`src/rtl/fft8_pkg.sv`:
```
package fft8_pkg;

  localparam int NPT  = 8;
  localparam int NSTG = 3;

  // Rotation applied on the lower leg of a butterfly.
  typedef enum logic [1:0] {
    TW_ONE  = 2'd0,  // multiply by 1
    TW_NEGJ = 2'd1,  // multiply by -j
    TW_W1   = 2'd2,  // multiply by 0.707(1-j)
    TW_W3   = 2'd3   // multiply by 0.707(-1-j)
  } tw_e;

  // Twiddle for the butterfly whose upper slot is lo in column stg.
  function automatic tw_e tw_sel(input int stg, input int lo);
    int idx;
    tw_sel = TW_ONE;
    if (stg == 1) begin
      if (((lo >> 2) & 1) == 1) tw_sel = TW_NEGJ;
    end else if (stg >= 2) begin
      idx = ((lo >> 2) & 1) + 2 * ((lo >> 1) & 1);
      case (idx)
        1:       tw_sel = TW_W1;
        2:       tw_sel = TW_NEGJ;
        3:       tw_sel = TW_W3;
        default: tw_sel = TW_ONE;
      endcase
    end
  endfunction

endpackage

```
`src/rtl/fft8_mul707.sv`:
```
// Constant multiply by 181/256 (about 0.7071) from shifted copies, round half up.
module fft8_mul707 #(
  parameter int WS = 14
) (
  input  logic signed [WS-1:0] x,
  output logic signed [WS-1:0] y
);

  localparam int WP   = WS + 8;
  localparam int HALF = 128;

  logic signed [WP-1:0] xe;
  logic signed [WP-1:0] prod;
  logic signed [WP-1:0] prod_rnd;

  always_comb begin
    xe       = {{8{x[WS-1]}}, x};
    prod     = (xe <<< 7) + (xe <<< 5) + (xe <<< 4) + (xe <<< 2) + xe;
    prod_rnd = prod + WP'(HALF);
    y        = prod_rnd[WS+7:8];
  end

endmodule

```
`src/rtl/fft8_bfly.sv`:
```
// One radix-2 butterfly: twiddle on the lower leg, registered outputs.
module fft8_bfly
  import fft8_pkg::*;
#(
  parameter int  WI = 12,
  parameter tw_e TW = TW_ONE
) (
  input  logic                 clk,
  input  logic                 rst_n,
  input  logic                 en,
  input  logic signed [WI-1:0] a_re,
  input  logic signed [WI-1:0] a_im,
  input  logic signed [WI-1:0] b_re,
  input  logic signed [WI-1:0] b_im,
  output logic signed [WI:0]   y0_re,
  output logic signed [WI:0]   y0_im,
  output logic signed [WI:0]   y1_re,
  output logic signed [WI:0]   y1_im
);

  localparam int WT = WI + 1;
  localparam int WS = WI + 2;

  logic signed [WT-1:0] a_re_x, a_im_x, b_re_x, b_im_x;
  logic signed [WT-1:0] t_re, t_im;
  logic signed [WS-1:0] s0_re, s0_im, s1_re, s1_im;
  logic signed [WT-1:0] y0_re_d, y0_im_d, y1_re_d, y1_im_d;
  logic signed [WT-1:0] y0_re_q, y0_im_q, y1_re_q, y1_im_q;

  assign a_re_x = {a_re[WI-1], a_re};
  assign a_im_x = {a_im[WI-1], a_im};
  assign b_re_x = {b_re[WI-1], b_re};
  assign b_im_x = {b_im[WI-1], b_im};

  generate
    if (TW == TW_ONE) begin : g_one
      assign t_re = b_re_x;
      assign t_im = b_im_x;
    end else if (TW == TW_NEGJ) begin : g_negj
      assign t_re = b_im_x;
      assign t_im = -b_re_x;
    end else begin : g_diag
      logic signed [WT-1:0] u_re, u_im;
      if (TW == TW_W1) begin : g_w1
        assign u_re = b_re_x + b_im_x;
        assign u_im = b_im_x - b_re_x;
      end else begin : g_w3
        assign u_re = b_im_x - b_re_x;
        assign u_im = -b_re_x - b_im_x;
      end
      fft8_mul707 #(.WS(WT)) u_mre (.x(u_re), .y(t_re));
      fft8_mul707 #(.WS(WT)) u_mim (.x(u_im), .y(t_im));
    end
  endgenerate

  // next-state
  always_comb begin
    s0_re   = WS'(a_re_x) + WS'(t_re);
    s0_im   = WS'(a_im_x) + WS'(t_im);
    s1_re   = WS'(a_re_x) - WS'(t_re);
    s1_im   = WS'(a_im_x) - WS'(t_im);
    y0_re_d = s0_re[WT-1:0];
    y0_im_d = s0_im[WT-1:0];
    y1_re_d = s1_re[WT-1:0];
    y1_im_d = s1_im[WT-1:0];
  end

  // register, clock-enabled, no data reset
  always_ff @(posedge clk) begin
    if (en) begin
      y0_re_q <= y0_re_d;
      y0_im_q <= y0_im_d;
      y1_re_q <= y1_re_d;
      y1_im_q <= y1_im_d;
    end
  end

  assign y0_re = y0_re_q;
  assign y0_im = y0_im_q;
  assign y1_re = y1_re_q;
  assign y1_im = y1_im_q;

  // Checks
  logic signed [WS-1:0] pair_re, pair_im, twice_a_re, twice_a_im;
  assign pair_re    = WS'(y0_re_q) + WS'(y1_re_q);
  assign pair_im    = WS'(y0_im_q) + WS'(y1_im_q);
  assign twice_a_re = WS'(a_re_x) <<< 1;
  assign twice_a_im = WS'(a_im_x) <<< 1;

  AST_NO_OVERFLOW: assert property (@(posedge clk) disable iff (!rst_n)
    en |-> ((s0_re[WS-1] == s0_re[WS-2]) && (s0_im[WS-1] == s0_im[WS-2]) &&
            (s1_re[WS-1] == s1_re[WS-2]) && (s1_im[WS-1] == s1_im[WS-2])))
    else $error("butterfly sum exceeds stage width");

  AST_BFLY_SUM: assert property (@(posedge clk) disable iff (!rst_n)
    en |=> ((pair_re == $past(twice_a_re)) && (pair_im == $past(twice_a_im))))
    else $error("butterfly outputs do not straddle upper input");

  AST_DATA_HOLD: assert property (@(posedge clk) disable iff (!rst_n)
    !en |=> ($stable(y0_re_q) && $stable(y0_im_q) && $stable(y1_re_q) && $stable(y1_im_q)))
    else $error("butterfly output moved without enable");

endmodule

```
`src/rtl/fft8_stage.sv`:
```
// One column of four butterflies plus its valid flop.
module fft8_stage
  import fft8_pkg::*;
#(
  parameter int WI  = 12,
  parameter int STG = 0
) (
  input  logic                  clk,
  input  logic                  rst_n,
  input  logic                  vld_i,
  input  logic [NPT*WI-1:0]     din_re,
  input  logic [NPT*WI-1:0]     din_im,
  output logic                  vld_o,
  output logic [NPT*(WI+1)-1:0] dout_re,
  output logic [NPT*(WI+1)-1:0] dout_im
);

  localparam int WO     = WI + 1;
  localparam int NBF    = NPT / 2;
  localparam int STRIDE = NBF >> STG;

  genvar p;
  generate
    for (p = 0; p < NBF; p++) begin : g_bf
      localparam int LO = (p / STRIDE) * 2 * STRIDE + (p % STRIDE);
      localparam int HI = LO + STRIDE;
      fft8_bfly #(.WI(WI), .TW(tw_sel(STG, LO))) u_bf (
        .clk   (clk),
        .rst_n (rst_n),
        .en    (vld_i),
        .a_re  (din_re[LO*WI +: WI]),
        .a_im  (din_im[LO*WI +: WI]),
        .b_re  (din_re[HI*WI +: WI]),
        .b_im  (din_im[HI*WI +: WI]),
        .y0_re (dout_re[LO*WO +: WO]),
        .y0_im (dout_im[LO*WO +: WO]),
        .y1_re (dout_re[HI*WO +: WO]),
        .y1_im (dout_im[HI*WO +: WO])
      );
    end
  endgenerate

  logic vld_d, vld_q;

  always_comb vld_d = vld_i;

  always_ff @(posedge clk or negedge rst_n) begin
    if (!rst_n) vld_q <= 1'b0;
    else        vld_q <= vld_d;
  end

  assign vld_o = vld_q;

  AST_STAGE_VALID: assert property (@(posedge clk) disable iff (!rst_n)
    vld_i |=> vld_o) else $error("valid lost in column");

  AST_STAGE_IDLE: assert property (@(posedge clk) disable iff (!rst_n)
    !vld_i |=> !vld_o) else $error("valid raised without input");

endmodule

```
`src/rtl/fft8_par.sv`:
```
// Eight-point FFT, three registered butterfly columns, bit-reversed output.
module fft8_par
  import fft8_pkg::*;
#(
  parameter int W = 12
) (
  input  logic                 clk,
  input  logic                 rst_n,
  input  logic                 in_valid,
  input  logic [NPT*W-1:0]     in_re,
  input  logic [NPT*W-1:0]     in_im,
  output logic                 out_valid,
  output logic [NPT*(W+3)-1:0] out_re,
  output logic [NPT*(W+3)-1:0] out_im
);

  localparam int W1 = W + 1;
  localparam int W2 = W + 2;

  logic                v1, v2;
  logic [NPT*W1-1:0]   s1_re, s1_im;
  logic [NPT*W2-1:0]   s2_re, s2_im;

  fft8_stage #(.WI(W), .STG(0)) u_col0 (
    .clk (clk), .rst_n (rst_n), .vld_i (in_valid),
    .din_re (in_re), .din_im (in_im),
    .vld_o (v1), .dout_re (s1_re), .dout_im (s1_im)
  );

  fft8_stage #(.WI(W1), .STG(1)) u_col1 (
    .clk (clk), .rst_n (rst_n), .vld_i (v1),
    .din_re (s1_re), .din_im (s1_im),
    .vld_o (v2), .dout_re (s2_re), .dout_im (s2_im)
  );

  fft8_stage #(.WI(W2), .STG(2)) u_col2 (
    .clk (clk), .rst_n (rst_n), .vld_i (v2),
    .din_re (s2_re), .din_im (s2_im),
    .vld_o (out_valid), .dout_re (out_re), .dout_im (out_im)
  );

endmodule

```
`config.mk`:
```
export PLATFORM = sky130hd
export DESIGN_NAME = fft8_par
export DESIGN_NICKNAME = d
export VERILOG_FILES = /design/src/rtl/fft8_pkg.sv /design/src/rtl/fft8_mul707.sv /design/src/rtl/fft8_bfly.sv /design/src/rtl/fft8_stage.sv /design/src/rtl/fft8_par.sv
export SDC_FILE = /design/constraint.sdc
export NUM_CORES = 2
export LEC_CHECK = 0
export BUFFER_PORTS_ARGS = -buffer_cell sky130_fd_sc_hd__buf_2
export CORE_MARGIN = 4
export CORE_UTILIZATION = 25
export CTS_BUF_LIST = sky130_fd_sc_hd__clkbuf_2 sky130_fd_sc_hd__clkbuf_4 sky130_fd_sc_hd__clkbuf_8
export CTS_CLUSTER_DIAMETER = 80
export DETAILED_ROUTE_END_ITERATION = 12
export SETUP_SLACK_MARGIN = 0.1
export SLEW_MARGIN = 15
export SYNTH_ARGS = -nofsm -noshare
export SYNTH_HDL_FRONTEND = slang
export SYNTH_HIERARCHICAL = 1
export SYNTH_SLANG_ARGS = --single-unit
```
`constraint.sdc`:
```
create_clock -name clk -period 7.55 [get_ports clk]
set_input_delay 0.755 -clock clk [delete_from_list [all_inputs] [get_ports clk]]
set_output_delay 0.755 -clock clk [all_outputs]
set_load 0.01 [all_outputs]
```
==> results.toml <==
[critical_path]
startpoint_type = "flip-flop"
setup.worst_path.end_class = "flip-flop"
critical_path_peak_fanout = 4
critPathSlowestCell = "sky130_fd_sc_hd__or4b_1"
critical_path_class = "flip-flop to flip-flop"
cp_data_arrival_time_ns = 7.77
cp.required_ns = 8.18
max_stage_delay_ns = 0.54
worst_path_most_repeated_cell = "sky130_fd_sc_hd__inv_1"

[sta]
clock.fmax_ghz = 0.1401
worst_slew_pin_slew_ns = 1.024
period_share_pct = 94.52
maxSlewHeadroom_pct = 31.28
rsz0062_at_grt = "true"
finalWorstPathRequiredPeriod_ns = 7.136
slew_viol_final = 0
setup_violations = 0
clock_skew_ns = 0.1157
layout_setup_ws_ns = 0.4138
finalHoldViolations = 0

[synth]
mappedNetlistNets = 7706
synthDistinctLibCells = 117
netlist_area_mm2 = 0.06214
synth_top_cell_area_share_pct = 31.32
synth-async-reset-ratio_pct = 0.4608
ys.warnings.count = 6
post_synth_edffs = 648
synthesis.area_per_instance_um2 = 9.627
ys_top_cells_by_area = "sky130_fd_sc_hd__edfxtp_1 (31%), sky130_fd_sc_hd__ha_1 (17%), sky130_fd_sc_hd__xnor2_1 (6.4%)"
synth_cells = 6454
post-synth-top-area-cell = "sky130_fd_sc_hd__edfxtp_1"
yosysSeqAreaShare_pct = 31.44
yosys_register_bits = 651
synth_flop_cell = "sky130_fd_sc_hd__edfxtp_1"

[global_routing]
grt_pass1_wl_um = 291500
first_global_vias = 46990
globalRouteTotalUtil_pct = 14.75
number_of_antenna_violations_at_the_first_check_in_global_routing = 41
grt_start_max_net_pins = 138
grt_residual_overflow = 0

[detailed_routing]
detail_route.vias_per_cell = 4.680
postRouteWirelength_um = 196600
drt.antenna.violating_nets = 0
detailedRoute.firstIterationViolations = 3543
number_of_vias_after_detailed_routing = 48160
post_drt_wl_per_cell_um = 19.10
drt_pre_antenna_iters = 6
drcViolationCount = 0

[outcome]
status = "finished clean"

[cts]
clkSinkCount = 651
cts_max_level = 3
clock_latency_ns = 0.93
cts_inserted_buffers = 121
cts_tree = "built"
ctsRootBufferMaster = "sky130_fd_sc_hd__clkbuf_8"
post_cts_clock_slew_at_the_launch_and_capture_registers_of_the_worst_setup_and_hold_paths_ns = 0.07
cts.path.max_buffers = 3

[placed_design]
worst_setup_slack_before_clock_tree_synthesis_ns = -0.01646
port_buffers = 435
place_congestion = 0.9035
dpl.hpwl_um = 162000

[floorplanning]
num_io_pins = 436
dieWidth_um = 506.5
initial_core_util_pct = 25.20
coreArea_mm2 = 0.2466
placement_rows = 182
die_h_um = 506.5
die_area_mm2 = 0.2566

[job]
max-cap-violations = 0

[hold_path]
hold_path_class = "input port to asynchronous set/reset pin"

[final_layout]
fin_nets = 8102
drive_gt1_share_pct = 13.92
area.growth.synth_to_final_pct = 14.29
## synth_stat cells (all sizes together) (11+ instances only)
master / count
inv: 966
a21oi: 454
a221oi: 48
a21o: 137
ha: 865
o31a: 19
o2111ai: 38
a31oi: 72
clkbuf: 95
buf: 145
nand4: 22
and2: 23
and3: 40
a22o: 14
edfxtp: 648
nor2b: 124
o22ai: 18
a211oi: 77
o21ai: 256
nor4: 58
nand2: 170
o211ai: 37
a2111oi: 28
o21a: 51
or4: 21
nand2b: 96
o311ai: 25
nor2: 492
o41ai: 13
o221ai: 19
nand3: 91
xnor2: 453
nand3b: 11
or3: 38
fa: 192
or2: 27
o31ai: 70
xor2: 140
nor3: 139
o21bai: 71
a311oi: 22
## flip-flops by register name (all words and copies together), names as in the netlist, 56 cells and up
name                    flops
u_col2/g_bf.u_bf/y0_re     57
u_col1/g_bf.u_bf/y1_im     56
u_col2/g_bf.u_bf/y1_re     59
u_col2/g_bf.u_bf/y1_im     60
u_col2/g_bf.u_bf/y0_im     56
u_col1/g_bf.u_bf/y1_re     56
## what timing repair did
item                                    in CTS  in global routing
hold buffers                                 1                  0
buffers inserted                             1                 23
pin swaps                                    2                 17
endpoints found under the hold margin        3                  0
endpoints found under the setup margin      12                 57
cloned                                       0                  0
resized for setup                            8                102
## final timing paths
kind | start | cells past startpoint | slack [ns] | end
setup / recovery | u_col1/g_bf[3].u_bf/y1_re[0] | 30 | 0.41 | u_col2/g_bf[3].u_bf/y1_im[14]
hold / removal | rst_n | 2 | 0.19 | u_col2/vld_o
setup reg to reg | u_col1/g_bf[3].u_bf/y1_re[0] | 30 | 0.41 | u_col2/g_bf[3].u_bf/y1_im[14]
hold reg to reg | u_col0/g_bf[2].u_bf/y0_im[1] | 1 | 0.69 | u_col1/g_bf[0].u_bf/y0_im[1]
max in group asynchronous | rst_n | 2 | 7.23 | u_col1/vld_o
min in group clk | in_im[37] | 2 | 0.25 | u_col0/g_bf[3].u_bf/y0_im[1]
## layout make-up
class	instances	area [um^2]
repair buffers	513	2811
inverters	969	3643
multi-input cells	4594	38170
flip-flops and latches	651	19540
diodes	25	62.56
well taps	3312	4144
clock buffers	141	1815
clock inverters	86	827.0
fillers	25760	175600
## per-layer routing
metal  global-route usage, %  wire, um  vias to the layer above
met2                   22.19     82760                     1437
met1                   20.83     93260                    23060
met5                       0       112                        -
li1                        -         -                    23350
met3                   2.537     11220                      287
met4                   6.030      9250                       22
## through the flow
| stage | cell area, um^2 | util, % | hold WS, ns | instances | setup TNS [ns] |
|---|---|---|---|---|---|
| after floorplan | 62140 | - | 0.4594 | 6454 | 0 |
| after global placement | 67610 | 27.42 | 0.5640 | 10010 | 0 |
| after detailed placement | 67610 | 27.42 | 0.5625 | 10010 | -0.01646 |
| after CTS | 70310 | 28.51 | 0.06660 | 10240 | 0 |
| after global routing | 70980 | 28.78 | 0.1030 | 10280 | 0 |
| final | 71010 | 28.80 | 0.1915 | 10290 | 0 |
## worst max-delay path, delay by kind of cell, from the launching register on
kind                       cells  cell delay [ns]
adders and majority gates      8             2.71
AOI/OAI and AO/OA              9             1.64
and+or+nand+nor                3             1.21
buffers and inverters          8             0.61
DFF                            1             0.44
xor gates and xnor gates       2             0.28
## cells by family (layout without fill, tap and decap cells)
logic type	Yosys count	after routing	synth area share (%)
AND/OR/NAND/NOR	1381	1381	11.25
adder cells (fa/ha/maj)	1057	1057	23.60
multiplexers	9	9	0.1530
XOR/XNOR	593	593	8.383
other	0	25	0
AO/OA/AOI/OAI	1554	1554	17.23
flip-flops	651	651	31.44
buffers and inverters	1209	1709	7.940
## layout by cell type, fill, tap and decap left out, types with 65 or more instances in the layout
cell and n:
sky130_fd_sc_hd__buf_4 74, sky130_fd_sc_hd__xnor2_1 433, sky130_fd_sc_hd__nor3_1 132, sky130_fd_sc_hd__buf_2 434, sky130_fd_sc_hd__nand2b_1 96, sky130_fd_sc_hd__a21o_1 133, sky130_fd_sc_hd__xor2_1 138, sky130_fd_sc_hd__fa_1 191
sky130_fd_sc_hd__nand3_1 90, sky130_fd_sc_hd__inv_1 951, sky130_fd_sc_hd__clkbuf_8 122, sky130_fd_sc_hd__edfxtp_1 648, sky130_fd_sc_hd__nor2b_1 119, sky130_fd_sc_hd__ha_1 841, sky130_fd_sc_hd__nand2_1 169, sky130_fd_sc_hd__o31ai_1 65
sky130_fd_sc_hd__a21oi_1 441, sky130_fd_sc_hd__a31oi_1 72, sky130_fd_sc_hd__o21bai_1 70, sky130_fd_sc_hd__nor2_1 486, sky130_fd_sc_hd__o21ai_0 224
Power is not shown: default switching activity piles up to over one toggle a cycle in this logic, so the estimate is an artifact.
